## src/rtl/csel_pkg.sv

```systemverilog
package csel_pkg;
  localparam int MAXBLK = 16;

  typedef struct packed {
    logic [MAXBLK:0] carry;   // real carry into each slice, last = carry-out
  } selStrobe_t;

  function automatic int rawWidth(int k, int firstW, bit oneStage, int width);
    if (oneStage) return width / 2;
    if (k == 0) return firstW;
    return firstW + k - 1;
  endfunction

  function automatic int blkStart(int k, int firstW, bit oneStage, int width);
    int s;
    int w;
    s = 0;
    for (int j = 0; j < k; j++) begin
      w = rawWidth(j, firstW, oneStage, width);
      if (s + w > width) w = width - s;
      s = s + w;
    end
    return s;
  endfunction

  function automatic int blkWidth(int k, int firstW, bit oneStage, int width);
    int s;
    int w;
    s = blkStart(k, firstW, oneStage, width);
    w = rawWidth(k, firstW, oneStage, width);
    if (s + w > width) w = width - s;
    return w;
  endfunction

  function automatic int numBlocks(int firstW, bit oneStage, int width);
    int n;
    n = 0;
    while (blkStart(n, firstW, oneStage, width) < width && n < MAXBLK) n++;
    return n;
  endfunction
endpackage

```

## src/rtl/csel_ripple.sv

```systemverilog
module csel_ripple #(
  parameter int W = 4
) (
  input  logic [W-1:0] a,
  input  logic [W-1:0] b,
  input  logic         ci,
  output logic [W-1:0] s,
  output logic         co
);
  logic [W:0] c;
  assign c[0] = ci;
  for (genvar i = 0; i < W; i++) begin : g_bit
    assign s[i]   = a[i] ^ b[i] ^ c[i];
    assign c[i+1] = (a[i] & b[i]) | (a[i] & c[i]) | (b[i] & c[i]);
  end
  assign co = c[W];
endmodule

```

## src/rtl/csel_datapath.sv

```systemverilog
module csel_datapath
  import csel_pkg::*;
#(
  parameter int WIDTH     = 32,
  parameter int FIRST_W   = 4,
  parameter bit ONE_STAGE = 1'b0,
  localparam int NB       = numBlocks(FIRST_W, ONE_STAGE, WIDTH)
) (
  input  logic [WIDTH-1:0] opA,
  input  logic [WIDTH-1:0] opB,
  input  selStrobe_t       strobes,
  output logic [WIDTH-1:0] sumOut,
  output logic [NB-1:0]    carryIfZero,
  output logic [NB-1:0]    carryIfOne
);
  for (genvar k = 0; k < NB; k++) begin : g_blk
    localparam int LO = blkStart(k, FIRST_W, ONE_STAGE, WIDTH);
    localparam int BW = blkWidth(k, FIRST_W, ONE_STAGE, WIDTH);
    if (k == 0) begin : g_low
      logic [BW-1:0] sLow;
      logic          cLow;
      csel_ripple #(.W(BW)) u_rip (
        .a(opA[LO +: BW]), .b(opB[LO +: BW]), .ci(strobes.carry[0]),
        .s(sLow), .co(cLow)
      );
      assign sumOut[LO +: BW] = sLow;
      assign carryIfZero[k]   = cLow;
      assign carryIfOne[k]    = cLow;
    end else begin : g_dual
      logic [BW-1:0] sZero, sOne;
      logic          cZero, cOne;
      csel_ripple #(.W(BW)) u_rip0 (
        .a(opA[LO +: BW]), .b(opB[LO +: BW]), .ci(1'b0),
        .s(sZero), .co(cZero)
      );
      csel_ripple #(.W(BW)) u_rip1 (
        .a(opA[LO +: BW]), .b(opB[LO +: BW]), .ci(1'b1),
        .s(sOne), .co(cOne)
      );
      assign sumOut[LO +: BW] = strobes.carry[k] ? sOne : sZero;
      assign carryIfZero[k]   = cZero;
      assign carryIfOne[k]    = cOne;
    end
  end
endmodule

```

## src/rtl/csel_ctrl.sv

```systemverilog
module csel_ctrl
  import csel_pkg::*;
#(
  parameter int NB = 6
) (
  input  logic          carryIn,
  input  logic [NB-1:0] carryIfZero,
  input  logic [NB-1:0] carryIfOne,
  output selStrobe_t    strobes,
  output logic          carryOut
);
  logic [NB:0] chain;

  always_comb begin
    chain[0] = carryIn;
    for (int k = 0; k < NB; k++) begin
      chain[k+1] = chain[k] ? carryIfOne[k] : carryIfZero[k];
    end
  end

  always_comb begin
    strobes = '0;
    strobes.carry[NB:0] = chain;
  end

  assign carryOut = chain[NB];
endmodule

```

## src/rtl/varblock_csel_adder.sv

```systemverilog
module varblock_csel_adder
  import csel_pkg::*;
#(
  parameter int WIDTH     = 32,
  parameter int FIRST_W   = 4,
  parameter bit ONE_STAGE = 1'b0
) (
  input  logic [WIDTH-1:0] opA,
  input  logic [WIDTH-1:0] opB,
  input  logic             carryIn,
  output logic [WIDTH-1:0] sumOut,
  output logic             carryOut
);
  localparam int NB = numBlocks(FIRST_W, ONE_STAGE, WIDTH);

  selStrobe_t    strobes;
  logic [NB-1:0] carryIfZero;
  logic [NB-1:0] carryIfOne;

  csel_datapath #(.WIDTH(WIDTH), .FIRST_W(FIRST_W), .ONE_STAGE(ONE_STAGE)) u_dp (
    .opA(opA), .opB(opB), .strobes(strobes), .sumOut(sumOut),
    .carryIfZero(carryIfZero), .carryIfOne(carryIfOne)
  );

  csel_ctrl #(.NB(NB)) u_ctrl (
    .carryIn(carryIn), .carryIfZero(carryIfZero), .carryIfOne(carryIfOne),
    .strobes(strobes), .carryOut(carryOut)
  );
endmodule

```

## config.mk

```make
export PLATFORM = sky130hd
export DESIGN_NAME = varblock_csel_adder
export DESIGN_NICKNAME = d
export VERILOG_FILES = /design/src/rtl/csel_pkg.sv /design/src/rtl/csel_ripple.sv /design/src/rtl/csel_datapath.sv /design/src/rtl/csel_ctrl.sv /design/src/rtl/varblock_csel_adder.sv
export SDC_FILE = /design/constraint.sdc
export NUM_CORES = 1
export LEC_CHECK = 0
export ABC_AREA = 1
export CAP_MARGIN = 5
export CORE_ASPECT_RATIO = 1.75
export CORE_MARGIN = 3
export CORE_UTILIZATION = 58
export DETAILED_ROUTE_END_ITERATION = 12
export DONT_BUFFER_PORTS = 1
export PLACE_DENSITY_LB_ADDON = 0.15
export SLEW_MARGIN = 20
export SYNTH_ARGS = -nofsm -noshare
export SYNTH_HDL_FRONTEND = slang
export SYNTH_HIERARCHICAL = 1
export SYNTH_SLANG_ARGS = --single-unit
```

## constraint.sdc

```tcl
create_clock -name vclk -period 6.3
set_clock_uncertainty 0.15 [all_clocks]
set_input_delay 0.945 -clock vclk [all_inputs]
set_output_delay 0.945 -clock vclk [all_outputs]
set_load 0.01 [all_outputs]
```

## Word level (Yosys, flattened, before mapping)

Cells that the tools add are included.

| word-level totals | value |
|---|---|
| output and inout port bits | 33 |
| register bits after elaboration | 0 |
| input bits | 65 |
| logic and storage cells | 339 |

| cells by class | value |
|---|---|
| bitwise operators | 329 |
| multiplexer cells | 10 |

Operator list:

| cell | count |
|---|---|
| 1-bit bitwise AND | 132 |
| 1-bit bitwise OR | 110 |
| 1-bit bitwise XOR | 82 |
| 6-bit two-way mux | 2 |
| 7-bit two-way mux | 1 |
| 1-bit two-way mux | 5 |
| 5-bit two-way mux | 1 |
| 1-bit inverter | 5 |
| 4-bit two-way mux | 1 |

## Longest topological paths before layout

Gate-level depths: netlist (run 1).

| depth | value |
|---|---|
| depth after elaboration | 23 |
| gate-level depth with buffers | 21 |
| depth with buffers taken out | 19 |

## By module

Netlist (run 1), hierarchy kept.

By module, submodules not included:

| module | cells an instance | times used | seq. area each (um^2) | area an instance (um^2) |
|---|---|---|---|---|
| csel_ripple at u_dp.g_blk[3].g_dual.u_rip0 ... | 16 | 4 | 0.0 | 157.7 |
| csel_datapath | 104 | 1 | 0.0 | 442.9 |
| csel_ripple at u_dp.g_blk[4].g_dual.u_rip0 ... | 17 | 2 | 0.0 | 177.7 |
| csel_ripple at u_dp.g_blk[0].g_low.u_rip ... | 14 | 3 | 0.0 | 117.6 |
| csel_ctrl | 48 | 1 | 0.0 | 331.6 |
| csel_ripple at u_dp.g_blk[2].g_dual.u_rip0 ... | 15 | 2 | 0.0 | 137.6 |

## Worst setup path after synthesis (run 1)

OpenSTA, ideal clock, no wires.

| path | value |
|---|---|
| path type | input -> output |
| start point | input opA[19] |
| end point | output sumOut[26] |
| slack | 1299 ps |
| arrival | 3906 ps |
| cell stages on the path | 17 |
| data required time | 5205 ps |
| path buffers | 1 |
| cell sequence | inv_1 fa_1 inv_1 fa_1 fa_1 fa_1 fa_1 fa_1 inv_1 fa_1 inv_1 buf_4 nand3_1 nand2_1 inv_2 nand2_1 nand2_1 |

RTL lines:

| element | RTL line | source |
|---|---|---|
| from (decl) | varblock_csel_adder.sv:8 | `input logic [WIDTH-1:0] opA,` |
| to (decl) | varblock_csel_adder.sv:11 | `output logic [WIDTH-1:0] sumOut,` |

==> results of run 1 <==
-- power by group through the flow --
stage	Combinational [mW]	Clock [mW]	Sequential, mW
2_1_floorplan	0.221	0	0
3_3_place_gp	0.241	0	0
3_5_place_dp	0.249	0	0
4_1_cts	0.249	0	0
5_1_grt	0.287	0	0
6_report	0.244	0	0
-- stage by stage --
step           worst slack (ns)  std cells  utilization
6_report                   1.19        350        0.610
5_1_grt                   0.957        350        0.610
4_1_cts                    1.16        350        0.610
3_5_place_dp               1.17        350        0.610
3_3_place_gp               1.18        350        0.610
2_1_floorplan              1.30        318            -
-- cells in the final DEF (no fill, tap or decap) --
| master | n |
|---|---|
| conb_1 | 10 |
| fa_1 | 60 |
| inv_1 | 120 |
| inv_2 | 4 |
| nand2_1 | 91 |
| nand2_2 | 2 |
| nand2_4 | 4 |
| nand3_1 | 5 |
| nand3_2 | 6 |
| nand3_4 | 2 |
-- worst max-delay path: cells and delay by family --
| family | cells | cell delay, ns |
|---|---|---|
| adder cells (fa/ha/maj) | 7 | 2.24 |
| buffers and inverters | 5 | 0.38 |
| AND/OR/NAND/NOR | 4 | 0.44 |
-- path summary, 6_finish.rpt --
check	cells after the start	startpoint	endpoint
max	16	opA[19]	sumOut[31]
min	1	opB[1]	sumOut[1]
-- routing by layer --
layer | vias to the layer above | part of all wire | track usage
met5 | - | 0 | 0
met4 | 0 | 0.0087 | 0.0140
met3 | 4 | 0.088 | 0.0301
met2 | 49 | 0.64 | 0.368
met1 | 733 | 0.26 | 0.137
li1 | 782 | - | -
-- layout make-up --
| type | instances | area, um^2 |
|---|---|---|
| multi-input cells | 180 | 1760 |
| inverters | 124 | 465 |
| fillers | 355 | 1460 |
| well taps | 46 | 57.6 |
==> run_results.csv, run 1 <==
group,metric,value,unit
status,status,"completed",
setup_path,required,5.20,ns
cells_and_area,syn_to_final_growth,-0.924,%
cells_and_area,seq_area,0,um^2
floorplanning,die_w,53.6,um
setup_path,start_kind,"input pin",
setup_path,cp_cell_sequence,"inv_1, fa_1, inv_1, fa_1, fa_1, fa_1, fa_1, fa_1, inv_1, fa_1, inv_1, nand3_1, nand2_1, inv_2, nand2_1, nand2_1",
power_and_ir_drop,intPower,0.0817,mW
power_and_ir_drop,p_seq_frac,0,
sta,min_period_over_period,0.812,
global_route,grt_max_degree,11,
setup_path,cp_common_cell,"fa_1",
routing,wire_per_inst,11.2,um
sta,setup_violations,0,
setup_path,arrival,4.02,ns
power_and_ir_drop,p_comb_frac,1.000,
placed_design,gp_congestion,0.760,
power_and_ir_drop,power,0.244,mW
sta,whs,1.93,ns
setup_path,end_kind,"output port",
sta,min_period,5.11,ns
synth,synth_cells,310,
power_and_ir_drop,clockPowerShare,0,
clocking,post-cts-setup-buffer-count,0,
sta,fin_setup_tns,0,ns
power_and_ir_drop,p_leak,1.47,nW
sta,rsz0062_at_grt,"false",
routing,final_antenna_net_count,0,
power_and_ir_drop,netSwitchingPower,0.162,mW
floorplanning,fp-row-count,29,
power_and_ir_drop,netSwitchingFraction,0.665,
routing,dr.pass1.iters,4,
cells_and_area,diodes,0,
routing,postRouteWirelength,3930,um
sta,final_max_slew_viol_count,0,
floorplanning,ios,98,
placed_design,place_area,2280,um^2
floorplanning,dieArea,4790,um^2
placed_design,io_buffers,0,
cells_and_area,stdcell_area,2280,um^2
floorplanning,core,3740,um^2
clocking,ctsHoldBuffers,0,
placed_design,dp_hpwl,3800,um
global_route,grt_overflow,0,
floorplanning,initial_core_util,0.616,
setup_path,max_stage_delay,0.40,ns
synth,synthesis.area,2300,um^2
global_route,grt_pass1_vias,1651,
cells_and_area,nClkBuffers,0,
routing,viasPerCell,4.48,
setup_path,crit_type,"in -> out",
cells_and_area,seq_cells,0,
global_route,antenna_found_initial,0,
sta,hold_viol_final,0,
setup_path,cp_max_fo,7,
floorplanning,die_h,89.3,um
global_route,grt_usage,0.164,
synth,ys_warn_count,6,
routing,vias,1568,
setup_path,cp_slowest_cell,"fa_1",
cells_and_area,layout-drive-gt1-share,0.0592,
routing,drc,0,
global_route,grt_pass1_wl,6100,um
power_and_ir_drop,ir_drop,0.0000659,V
flow_run,max_cap_violations,0,
cells_and_area,fin_nets,431,
clocking,ctsResizeCount,0,
synth,avgSynthCellArea,7.43,um^2
sta,fmax,196,MHz
routing,drt_iter0_markers,12,
min_path,hp-class,"in -> out",
power_and_ir_drop,power_density,107,nW/um^2
(Power assumes the default switching activity.)
==> inputs of run 2 (changes only) <==
- clock period: 6.3 -> 5.19 ns (I/O delays scaled with it)
==> run_results.csv, run 2 (synthesis results as in run 1) <==
group,metric,value,unit
status,status,"completed",
placed_design,io_buffers,0,
cells_and_area,final_cell_mix,"120 x inv_1, 91 x nand2_1, 60 x fa_1",
sta,fmax,209,MHz
clocking,ctsResizeCount,0,
cells_and_area,final_common_cell,"inv_1",
cells_and_area,final.fill_count,357,
floorplanning,initial_core_util,0.616,
cells_and_area,seq_cells,0,
placed_design,dp_hpwl,3800,um
sta,whs,1.60,ns
floorplanning,core,3740,um^2
setup_path,arrival,3.85,ns
routing,viasPerCell,4.51,
cells_and_area,layout-drive-gt1-share,0.0592,
cells_and_area,diodes,0,
cells_and_area,seq_area,0,um^2
global_route,grt_pass1_vias,1658,
routing,dr.pass1.iters,3,
power_and_ir_drop,p_leak,1.47,nW
routing,drc,0,
cells_and_area,fin_nets,431,
power_and_ir_drop,power_density,130,nW/um^2
routing,vias,1577,
cells_and_area,nClkBuffers,0,
sta,rsz0062_at_grt,"false",
setup_path,crit_type,"in -> out",
placed_design,gp_congestion,0.760,
sta,min_period,4.78,ns
floorplanning,fp-row-count,29,
cells_and_area,syn_to_final_growth,-0.924,%
power_and_ir_drop,ir_drop,0.0000799,V
cells_and_area,final_core_util,0.610,
global_route,antenna_found_initial,0,
sta,setup_violations,0,
routing,wire_per_inst,11.2,um
min_path,hp-class,"in -> out",
sta,hold_viol_final,0,
global_route,grt_max_degree,11,
routing,drt_iter0_markers,11,
routing,postRouteWirelength,3920,um
setup_path,required,4.26,ns
clocking,ctsHoldBuffers,0,
floorplanning,ios,98,
cells_and_area,multiInputGateArea,1760,um^2
sta,min_period_over_period,0.921,
setup_path,cp_max_fo,7,
clocking,post-cts-setup-buffer-count,0,
sta,fin_setup_tns,0,ns
setup_path,start_kind,"input pin",
floorplanning,die_h,89.3,um
sta,final_max_slew_viol_count,0,
global_route,grt_overflow,0,
setup_path,end_kind,"output port",
global_route,grt_usage,0.165,
floorplanning,dieArea,4790,um^2
power_and_ir_drop,power,0.296,mW
routing,final_antenna_net_count,0,
global_route,grt_pass1_wl,6150,um
flow_run,max_cap_violations,0,
floorplanning,die_w,53.6,um
-- run 2: cell counts in the layout (fill, tap and decap cells not counted) --
No cell type changed its count.
-- run 2: worst max-delay path, stage by stage --
cell and delay, ns:
inv_1 0.06, fa_1 0.17, inv_1 0.05, fa_1 0.38
fa_1 0.40, fa_1 0.40, fa_1 0.39, fa_1 0.36
inv_1 0.07, fa_1 0.15, inv_1 0.05, nand3_1 0.10
nand2_1 0.17, inv_2 0.15, nand2_1 0.06, nand2_1 0.11
-- run 2: worst paths after layout --
| kind | startpoint | end | slack (ns) | cells after the start |
|---|---|---|---|---|
| min | opB[1] | sumOut[1] | 1.60 | 1 |
| max | opA[19] | sumOut[31] | 0.41 | 16 |
-- run 2: report_power, final --
part | switching (mW) | total [mW] | leakage, nW | internal (mW)
logic | 0.197 | 0.296 | 1.47 | 0.0992
clock network | 0 | 0 | 0 | 0
registers | 0 | 0 | 0 | 0
-- run 2: routing by layer --
metal  GRT usage  vias up  wire length (um)
li1            -      782                 -
met1       0.139      741              1010
met2       0.370       50              2520
met3      0.0301        4               344
met4      0.0140        0                34
met5           0        -                 0
-- run 2: cell type report --
cell class	count	area share
inverters	124	0.204
multi-input cells	180	0.771
well taps	46	0.0252
-- run 2: metrics by stage --
stage               std cells  setup WS, ns  area, um^2
floorplan                 318         0.522        2330
global placement          350         0.408        2280
detailed placement        350         0.396        2280
CTS                       350         0.391        2280
global route              350         0.179        2280
finish                    350         0.411        2280
